<file path="src/rtl/hs400_seq_pkg.sv">
// Package: shared types and constants for the HS400 switch sequencer.
// Assumes byte indices and timing codes fixed by the card's register layout.
package hs400_seq_pkg;

    typedef enum logic [3:0] {
        S_IDLE, S_SEL, S_RD_TYPE, S_RD_DRV, S_SW_HS200, S_TUNE,
        S_SW_HS, S_SW_BW, S_SW_HS400, S_DONE, S_UNSUP, S_ERR
    } step_t;

    typedef enum logic [2:0] {
        PH_ISSUE, PH_WAIT_CMD, PH_BUSY, PH_STAT_ISSUE, PH_STAT_WAIT
    } phase_t;

    localparam logic [7:0] IDX_HS_TIMING = 8'd185;
    localparam logic [7:0] IDX_BUS_WIDTH = 8'd183;
    localparam logic [8:0] IDX_DEV_TYPE  = 9'd196;
    localparam logic [8:0] IDX_DRV_CAPS  = 9'd197;
    localparam logic [7:0] BW_DDR_X8     = 8'h06;

    localparam logic [3:0] TI_HS     = 4'd1;
    localparam logic [3:0] TI_HS200  = 4'd2;
    localparam logic [3:0] TI_HS400  = 4'd3;

    localparam logic [1:0] CLK_LEGACY = 2'd0;
    localparam logic [1:0] CLK_HS52   = 2'd1;
    localparam logic [1:0] CLK_TARGET = 2'd2;

    localparam logic [5:0] CMD_SELECT = 6'd7;
    localparam logic [5:0] CMD_SWITCH = 6'd6;
    localparam logic [5:0] CMD_STATUS = 6'd13;
    localparam int unsigned SWITCH_ERR_BIT = 7;

    // Builds a write-byte SWITCH argument.
    function automatic logic [31:0] sw_arg(input logic [7:0] idx, input logic [7:0] val);
        return {6'b0, 2'b11, idx, val, 8'h00};
    endfunction

endpackage

</file>
<file path="src/rtl/hs400_wait_timer.sv">
// Module: counts cycles while a wait is in progress and flags expiry.
// Assumes run drops for at least one cycle between separate waits.
module hs400_wait_timer #(
    parameter int unsigned LIMIT = 4096
) (
    input  logic clk,
    input  logic rst_n,
    input  logic run,
    output logic expired
);
    localparam int unsigned W = $clog2(LIMIT + 1);
    localparam logic [W-1:0] LIM = W'(LIMIT);

    logic [W-1:0] cnt;

    // Count wait cycles, saturating at the limit.
    always_ff @(posedge clk) begin
        if (!rst_n)         cnt <= '0;
        else if (!run)      cnt <= '0;
        else if (cnt != LIM) cnt <= cnt + 1'b1;
    end

    assign expired = run && (cnt == LIM);

    AST_TMR_BOUND: assert property (@(posedge clk) disable iff (!rst_n)
        cnt <= LIM);
endmodule

</file>
<file path="src/rtl/hs400_cmd_frame.sv">
// Module: forms command index and argument from the current step and phase.
// Assumes status phases always use the status command; purely combinational.
module hs400_cmd_frame
    import hs400_seq_pkg::*;
(
    input  step_t       st,
    input  phase_t      ph,
    input  logic [15:0] rca,
    input  logic [3:0]  strength,
    output logic [5:0]  idx,
    output logic [31:0] arg
);
    // Select the command for the step or status poll.
    always_comb begin
        idx = '0;
        arg = '0;
        if (ph == PH_STAT_ISSUE || ph == PH_STAT_WAIT) begin
            idx = CMD_STATUS;
            arg = {rca, 16'h0000};
        end else begin
            unique case (st)
                S_SEL:      begin idx = CMD_SELECT; arg = {rca, 16'h0000}; end
                S_SW_HS200: begin idx = CMD_SWITCH; arg = sw_arg(IDX_HS_TIMING, {strength, TI_HS200}); end
                S_SW_HS:    begin idx = CMD_SWITCH; arg = sw_arg(IDX_HS_TIMING, {strength, TI_HS}); end
                S_SW_BW:    begin idx = CMD_SWITCH; arg = sw_arg(IDX_BUS_WIDTH, BW_DDR_X8); end
                S_SW_HS400: begin idx = CMD_SWITCH; arg = sw_arg(IDX_HS_TIMING, {strength, TI_HS400}); end
                default:    begin idx = '0; arg = '0; end
            endcase
        end
    end
endmodule

</file>
<file path="src/rtl/hs400_switch_seq.sv">
// Module: walks an initialised card into HS400 through select, capability
// reads, SWITCH writes with busy/status waits, and a tuning request.
// Assumes a same-cycle Extended CSD lookup and a command engine that reports
// card_busy valid in the cycle it raises cmd_done.
module hs400_switch_seq
    import hs400_seq_pkg::*;
#(
    parameter int unsigned TMO_CYCLES = 4096
) (
    input  logic        clk,
    input  logic        rst_n,
    input  logic        start,
    input  logic        legacy_seq,
    input  logic        skip_drv_rd,
    input  logic [3:0]  drv_sel,
    input  logic [15:0] rca,
    output logic [5:0]  cmd_idx,
    output logic [31:0] cmd_arg,
    output logic        cmd_start,
    input  logic        cmd_done,
    input  logic        cmd_err,
    input  logic [31:0] cmd_resp,
    input  logic        card_busy,
    output logic        ecsd_rd,
    output logic [8:0]  ecsd_addr,
    input  logic [7:0]  ecsd_data,
    output logic        tune_req,
    input  logic        tune_done,
    input  logic        tune_err,
    output logic [1:0]  clk_sel,
    output logic        ddr8,
    output logic [1:0]  phy_timing,
    output logic        done,
    output logic        unsupported,
    output logic        error
);
    step_t      st;
    phase_t     ph;
    logic [3:0] strength_q;
    logic       skip_q, legacy_q;
    logic       is_cmd_st, active, waiting, tmo;
    logic       unused_resp_bits;

    assign unused_resp_bits = ^{cmd_resp[31:SWITCH_ERR_BIT+1], cmd_resp[SWITCH_ERR_BIT-1:0]};

    assign is_cmd_st = st inside {S_SEL, S_SW_HS200, S_SW_HS, S_SW_BW, S_SW_HS400};
    assign active    = is_cmd_st || st == S_TUNE;
    assign waiting   = active && (ph inside {PH_WAIT_CMD, PH_BUSY, PH_STAT_WAIT});
    assign cmd_start = is_cmd_st && (ph == PH_ISSUE || ph == PH_STAT_ISSUE);
    assign tune_req  = (st == S_TUNE) && (ph == PH_WAIT_CMD);
    assign ecsd_rd   = (st == S_RD_TYPE) || (st == S_RD_DRV);
    assign ecsd_addr = (st == S_RD_DRV) ? IDX_DRV_CAPS : IDX_DEV_TYPE;

    hs400_wait_timer #(.LIMIT(TMO_CYCLES)) tmr_i (
        .clk(clk), .rst_n(rst_n), .run(waiting), .expired(tmo)
    );

    hs400_cmd_frame frame_i (
        .st(st), .ph(ph), .rca(rca), .strength(strength_q),
        .idx(cmd_idx), .arg(cmd_arg)
    );

    // Step sequencing, result flags and PHY mode outputs.
    always_ff @(posedge clk) begin
        if (!rst_n) begin
            st <= S_IDLE; ph <= PH_ISSUE;
            clk_sel <= CLK_LEGACY; ddr8 <= 1'b0; phy_timing <= 2'd0;
            done <= 1'b0; unsupported <= 1'b0; error <= 1'b0;
            strength_q <= '0; skip_q <= 1'b0; legacy_q <= 1'b0;
        end else begin
            unique case (st)
                S_IDLE, S_DONE, S_UNSUP, S_ERR: begin
                    if (start) begin
                        st <= S_SEL; ph <= PH_ISSUE;
                        done <= 1'b0; unsupported <= 1'b0; error <= 1'b0;
                        clk_sel <= CLK_LEGACY; ddr8 <= 1'b0; phy_timing <= 2'd0;
                        skip_q <= skip_drv_rd; legacy_q <= legacy_seq;
                        strength_q <= skip_drv_rd ? 4'd0 : drv_sel;
                    end
                end
                S_RD_TYPE: begin
                    if (ecsd_data[7:6] != 2'b00) st <= skip_q ? S_SW_HS200 : S_RD_DRV;
                    else begin st <= S_UNSUP; unsupported <= 1'b1; end
                end
                S_RD_DRV: begin
                    if (!strength_q[3] && ecsd_data[strength_q[2:0]]) st <= S_SW_HS200;
                    else begin st <= S_UNSUP; unsupported <= 1'b1; end
                end
                S_TUNE: begin
                    if (ph == PH_ISSUE) ph <= PH_WAIT_CMD;
                    else if (tmo || (tune_done && tune_err)) begin
                        st <= S_ERR; ph <= PH_ISSUE; error <= 1'b1;
                    end else if (tune_done) begin
                        st <= legacy_q ? S_SW_HS400 : S_SW_HS; ph <= PH_ISSUE;
                    end
                end
                default: begin
                    if (tmo) begin
                        st <= S_ERR; ph <= PH_ISSUE; error <= 1'b1;
                    end else begin
                        unique case (ph)
                            PH_ISSUE:      ph <= PH_WAIT_CMD;
                            PH_WAIT_CMD: if (cmd_done) begin
                                if (cmd_err) begin
                                    st <= S_ERR; ph <= PH_ISSUE; error <= 1'b1;
                                end else if (st == S_SEL) begin
                                    st <= S_RD_TYPE; ph <= PH_ISSUE;
                                end else ph <= PH_BUSY;
                            end
                            PH_BUSY:       if (!card_busy) ph <= PH_STAT_ISSUE;
                            PH_STAT_ISSUE: ph <= PH_STAT_WAIT;
                            PH_STAT_WAIT: if (cmd_done) begin
                                ph <= PH_ISSUE;
                                if (cmd_err || cmd_resp[SWITCH_ERR_BIT]) begin
                                    st <= S_ERR; error <= 1'b1;
                                end else begin
                                    unique case (st)
                                        S_SW_HS200: begin
                                            st <= S_TUNE; clk_sel <= CLK_TARGET; phy_timing <= 2'd2;
                                        end
                                        S_SW_HS: begin
                                            st <= S_SW_BW; clk_sel <= CLK_HS52; phy_timing <= 2'd1;
                                        end
                                        S_SW_BW:  begin st <= S_SW_HS400; ddr8 <= 1'b1; end
                                        default: begin
                                            st <= S_DONE; done <= 1'b1; ddr8 <= 1'b1;
                                            clk_sel <= CLK_TARGET; phy_timing <= 2'd3;
                                        end
                                    endcase
                                end
                            end
                            default: ph <= PH_ISSUE;
                        endcase
                    end
                end
            endcase
        end
    end

    AST_STATUS_AFTER_BUSY: assert property (@(posedge clk) disable iff (!rst_n)
        (cmd_start && cmd_idx == CMD_STATUS) |-> !card_busy);
    AST_SWITCH_FRAME: assert property (@(posedge clk) disable iff (!rst_n)
        (cmd_start && cmd_idx == CMD_SWITCH) |-> (cmd_arg[31:24] == 8'h03 && cmd_arg[7:0] == 8'h00));
    AST_TUNE_AT_TARGET: assert property (@(posedge clk) disable iff (!rst_n)
        tune_req |-> clk_sel == CLK_TARGET);
    AST_OUT_HOLD: assert property (@(posedge clk) disable iff (!rst_n)
        ((ph == PH_WAIT_CMD || ph == PH_STAT_WAIT) && is_cmd_st && !cmd_done)
        |=> ($stable(clk_sel) && $stable(ddr8) && $stable(phy_timing)));
    AST_ERR_STICKY: assert property (@(posedge clk) disable iff (!rst_n)
        (error && !start) |=> error);
    AST_DONE_MODE: assert property (@(posedge clk) disable iff (!rst_n)
        done |-> (clk_sel == CLK_TARGET && ddr8 && phy_timing == 2'd3));
    AST_ONE_RESULT: assert property (@(posedge clk) disable iff (!rst_n)
        $onehot0({done, unsupported, error}));
    AST_CMD_PULSE: assert property (@(posedge clk) disable iff (!rst_n)
        cmd_start |=> !cmd_start);
endmodule

</file>
<file path="config.mk">
export PLATFORM = sky130hd
export DESIGN_NAME = hs400_switch_seq
export DESIGN_NICKNAME = d
export VERILOG_FILES = /design/src/rtl/hs400_seq_pkg.sv /design/src/rtl/hs400_wait_timer.sv /design/src/rtl/hs400_cmd_frame.sv /design/src/rtl/hs400_switch_seq.sv
export SDC_FILE = /design/constraint.sdc
export NUM_CORES = 1
export LEC_CHECK = 0
export ABC_CLOCK_PERIOD_IN_PS = 3100
export BUFFER_PORTS_ARGS = -buffer_cell sky130_fd_sc_hd__buf_2
export CORE_ASPECT_RATIO = 2
export CORE_MARGIN = 2
export CORE_UTILIZATION = 43
export CTS_BUF_LIST = sky130_fd_sc_hd__clkbuf_4 sky130_fd_sc_hd__clkbuf_8 sky130_fd_sc_hd__clkbuf_16
export DETAILED_ROUTE_END_ITERATION = 10
export GPL_TIMING_DRIVEN = 0
export PLACE_DENSITY = 0.77
export SYNTH_ARGS = -nofsm -noshare
export SYNTH_HDL_FRONTEND = slang
export SYNTH_HIERARCHICAL = 1
export SYNTH_SLANG_ARGS = --single-unit
</file>
<file path="constraint.sdc">
create_clock -name clk -period 3.1 [get_ports clk]
set_input_delay 0.155 -clock clk [delete_from_list [all_inputs] [get_ports clk]]
set_output_delay 0.155 -clock clk [all_outputs]
set_load 0.01 [all_outputs]
</file>
==> key figures <==
Timing
  • Final setup vio count: 0
  • Shortest period the worst path allows: 2.98 ns
  • Max Slew Vio Count: 0
  • Total negative setup slack: 0 ns
  • Final-report hold violation count: 0
  • PnR worst setup slack: 0.118 ns
  • Slew of the pin with the lowest slew margin: 0.725 ns
  • Hold Slack: 0.134 ns
  • Final period utilization: 96.2%
  • Rel. slew slack: 51.0%
  • Clock Skew: 0.00509 ns
  • Fmax achieved: around 340 MHz

Pwr
  • Pwr Density: 759 nW/um^2
  • Gate power share: 59.6%
  • Int Pwr: 1.50 mW
  • Clock group share of total power: between 10% and 20%
  • Worst VDD drop: roughly 0.5 mV
  • Switching Share: 44.5%
  • Psw: 1.21 mW
  • Power Total: 2.71 mW
  • Sequential power share: a little over a fifth
  • Leakage Power: 1.64 nW

Layout
  • Finished Cell Area: 3570 sq um
  • Layout Utilization: 54.8%
  • # fillers: ~700
  • Nets: 544
  • Most common cell after layout, fill and taps aside: buf_2
  • Area taken by multi-input logic gates: 1890 sq um
  • Most frequent cells in the layout: buf_2 (80), nand2_1 (32), dfxtp_1 (31)
  • Fin cells: approximately 560
  • Antenna diodes: 0
  • Register Area: slightly below 700 sq um
  • Layout area overhead: 25.4%
  • Layout cells sized above 1: 29.6%

Routing
  • Wire length per cell: approximately 13 microns
  • First DRT Iteration DRCs: 124
  • Routed WL: 7490 microns
  • Via count: 3014
  • Drt via density: approximately 5.4
  • DRC: 0
  • Pre-Repair DR Iteration Count: 4
  • Routed Antenna Nets: 0

Synth
  • Synthesized cell area: 2850 sq um
  • YS warnings: 6
  • Seq/Total Area, Yosys: 23.9%
  • Fraction of registers with async set/reset: 0%
  • Post-synth EDFFs: 0
  • Syn Inst Count: between 300 and 400
  • Syn avg cell area: about 7.6 sq um
  • Synthesis-stage register bit count: 34
  • Top_reg_cell synth: dfxtp_1
  • Yosys cell types: 78

Clocking
  • Clk sinks: 34
  • Postcts setup bufs: 0
  • Clk buf depth: 2
  • H-tree Lvls: 2
  • CTS Hold Bufs: 0
  • CTS tree: done
  • Skew-Pair Late Insertion Delay: 0.28 ns
  • TritonCTS Buffers: 5
  • Post-CTS Resized: 5
  • CTS clk-pin slew, worst paths: 0.06 ns
  • Root Driver: clkbuf_16

Floorplan
  • Initial Util: 43.7%
  • Row Count: 42
  • Core footprint: 6520 sq um
  • I/O pin count: ~130
  • DIE AREA: 7330 sq um
  • Horiz. Die Dim: approximately 62 microns
  • Height of the die: 119 microns

Global routing
  • Initial antenna violation count: 0
  • First-pass GRT wire length: 11800 microns
  • Grt ovf: 0
  • Vias in the first global route: 2571
  • Largest net degree at the start of global routing: 20
  • GRT Util Overall: 20.4%

Min path
  • Hold Crit Class: primary input to flip-flop

Flow run
  • Max cap viols: 0

Setup path
  • Crit. End Element: flip-flop
  • Crit path max-delay family: compound AO/OA/AOI/OAI gates
  • CP Launch Type: flip-flop
  • Worst endpoint required time: 3.30 ns
  • CP max-delay cell: or4_4
  • CP bufs+invs: 3
  • CP Class: flip-flop to flip-flop
  • Critical path cell sequence: buf_6 -> clkbuf_2 -> clkbuf_4 -> a21oi_1 -> a22oi_2 -> a21oi_2 -> and4_4 -> nor2_1 -> a32o_2 -> or4_4 -> o32ai_2
  • Arrival time worst endpoint: ~3.2 ns
  • CP max FO: 10
  • Slowest stage delay, CP: ~0.52 ns

Placed design
  • Worst slack, placed: -0.288 ns
  • Dpl cell area: around 3400 sq um
  • RePlAce Congestion: 0.942
  • Dpl hpwl: ~5700 microns
  • I/O Buffers: 77
  • Post-placement cell count: 555

Run status
  • Outcome: complete, no violations
state kept, by name, indices dropped and copies added, names as in the netlist:
| name | cells |
|---|---|
| strength_q | 4 |
| done | 1 |
| clk_sel | 2 |
| unsupported | 1 |
| error | 1 |
| phy_timing | 2 |
| ph | 3 |
| st | 4 |
| ddr8 | 1 |
| skip_q | 1 |
| tmr_i/cnt | 13 |
| legacy_q | 1 |
final cells by class:
| type | instances | area share [%] |
|---|---|---|
| Multi-Input combinational cell | 293 | 53.0 |
| Sequential cell | 34 | 19.2 |
| Timing Repair Buffer | 77 | 10.8 |
| Buffer | 37 | 7.18 |
| Clock buffer | 6 | 3.89 |
| Tap cell | 88 | 3.08 |
| Inverter | 24 | 2.52 |
| Clock inverter | 2 | 0.350 |
worst register-to-register path, cell delays in order, from the launching register on:
cell and delay (ns):
dfxtp_2 0.36, buf_6 0.14, clkbuf_2 0.19, clkbuf_4 0.23, a21oi_1 0.21, a22oi_2 0.12
a21oi_2 0.21, and4_4 0.32, nor2_1 0.07, a32o_2 0.29, or4_4 0.52, o32ai_2 0.25
cells in the mapped netlist (7+ instances only):
| master | n | area, sq um |
|---|---|---|
| inv_1 | 24 | 90.1 |
| nand3_1 | 7 | 35.0 |
| nor3b_1 | 8 | 60.1 |
| buf_4 | 21 | 158 |
| a21oi_1 | 21 | 105 |
| o21ai_0 | 9 | 45.0 |
| nor2_1 | 26 | 97.6 |
| dfxtp_1 | 34 | 681 |
| mux2i_1 | 7 | 70.1 |
| clkbuf_1 | 10 | 37.5 |
| nor3_1 | 10 | 50.1 |
| nor2b_1 | 9 | 56.3 |
| nand2_1 | 32 | 120 |
| o22ai_1 | 10 | 62.6 |
cell families after synthesis:
kind of cell	after synthesis	share of synthesized area (%)
other	3	0.395
AND/OR/NAND/NOR	162	34.3
flip-flops	34	23.9
multiplexers	8	2.86
XOR/XNOR	6	1.85
adder cells (fa/ha/maj)	2	0.879
buffers and inverters	63	12.3
AO/OA/AOI/OAI	96	23.6
power by group through the flow:
stage                     Sequential [mW]  Combinational, mW  Clock [mW]
after detailed placement            0.581               1.56           0
after global routing                0.587               1.77       0.543
after floorplan                     0.567               1.13           0
after global placement              0.577               1.55           0
final                               0.575               1.62       0.521
after CTS                           0.572               1.58       0.526
path summary, 6_finish.rpt:
path	to	slack (ns)	start	cells past startpoint
max	ph[1]	0.12	st[0]	11
max reg2reg	ph[1]	0.12	st[0]	11
min	legacy_q	0.13	legacy_seq	3
min reg2reg	phy_timing[1]	0.45	phy_timing[1]	1
routing by layer:
metal	vias up	share of wire (%)	routed length [microns]	GRT usage, %
met2	107	48	3580	31.4
met4	0	2.4	178	7.31
met1	1360	44	3280	27.7
met3	19	6.0	453	3.80
li1	1528	-	-	-
met5	-	0	0	0
No activity file was read; power rests on OpenSTA's default activity.
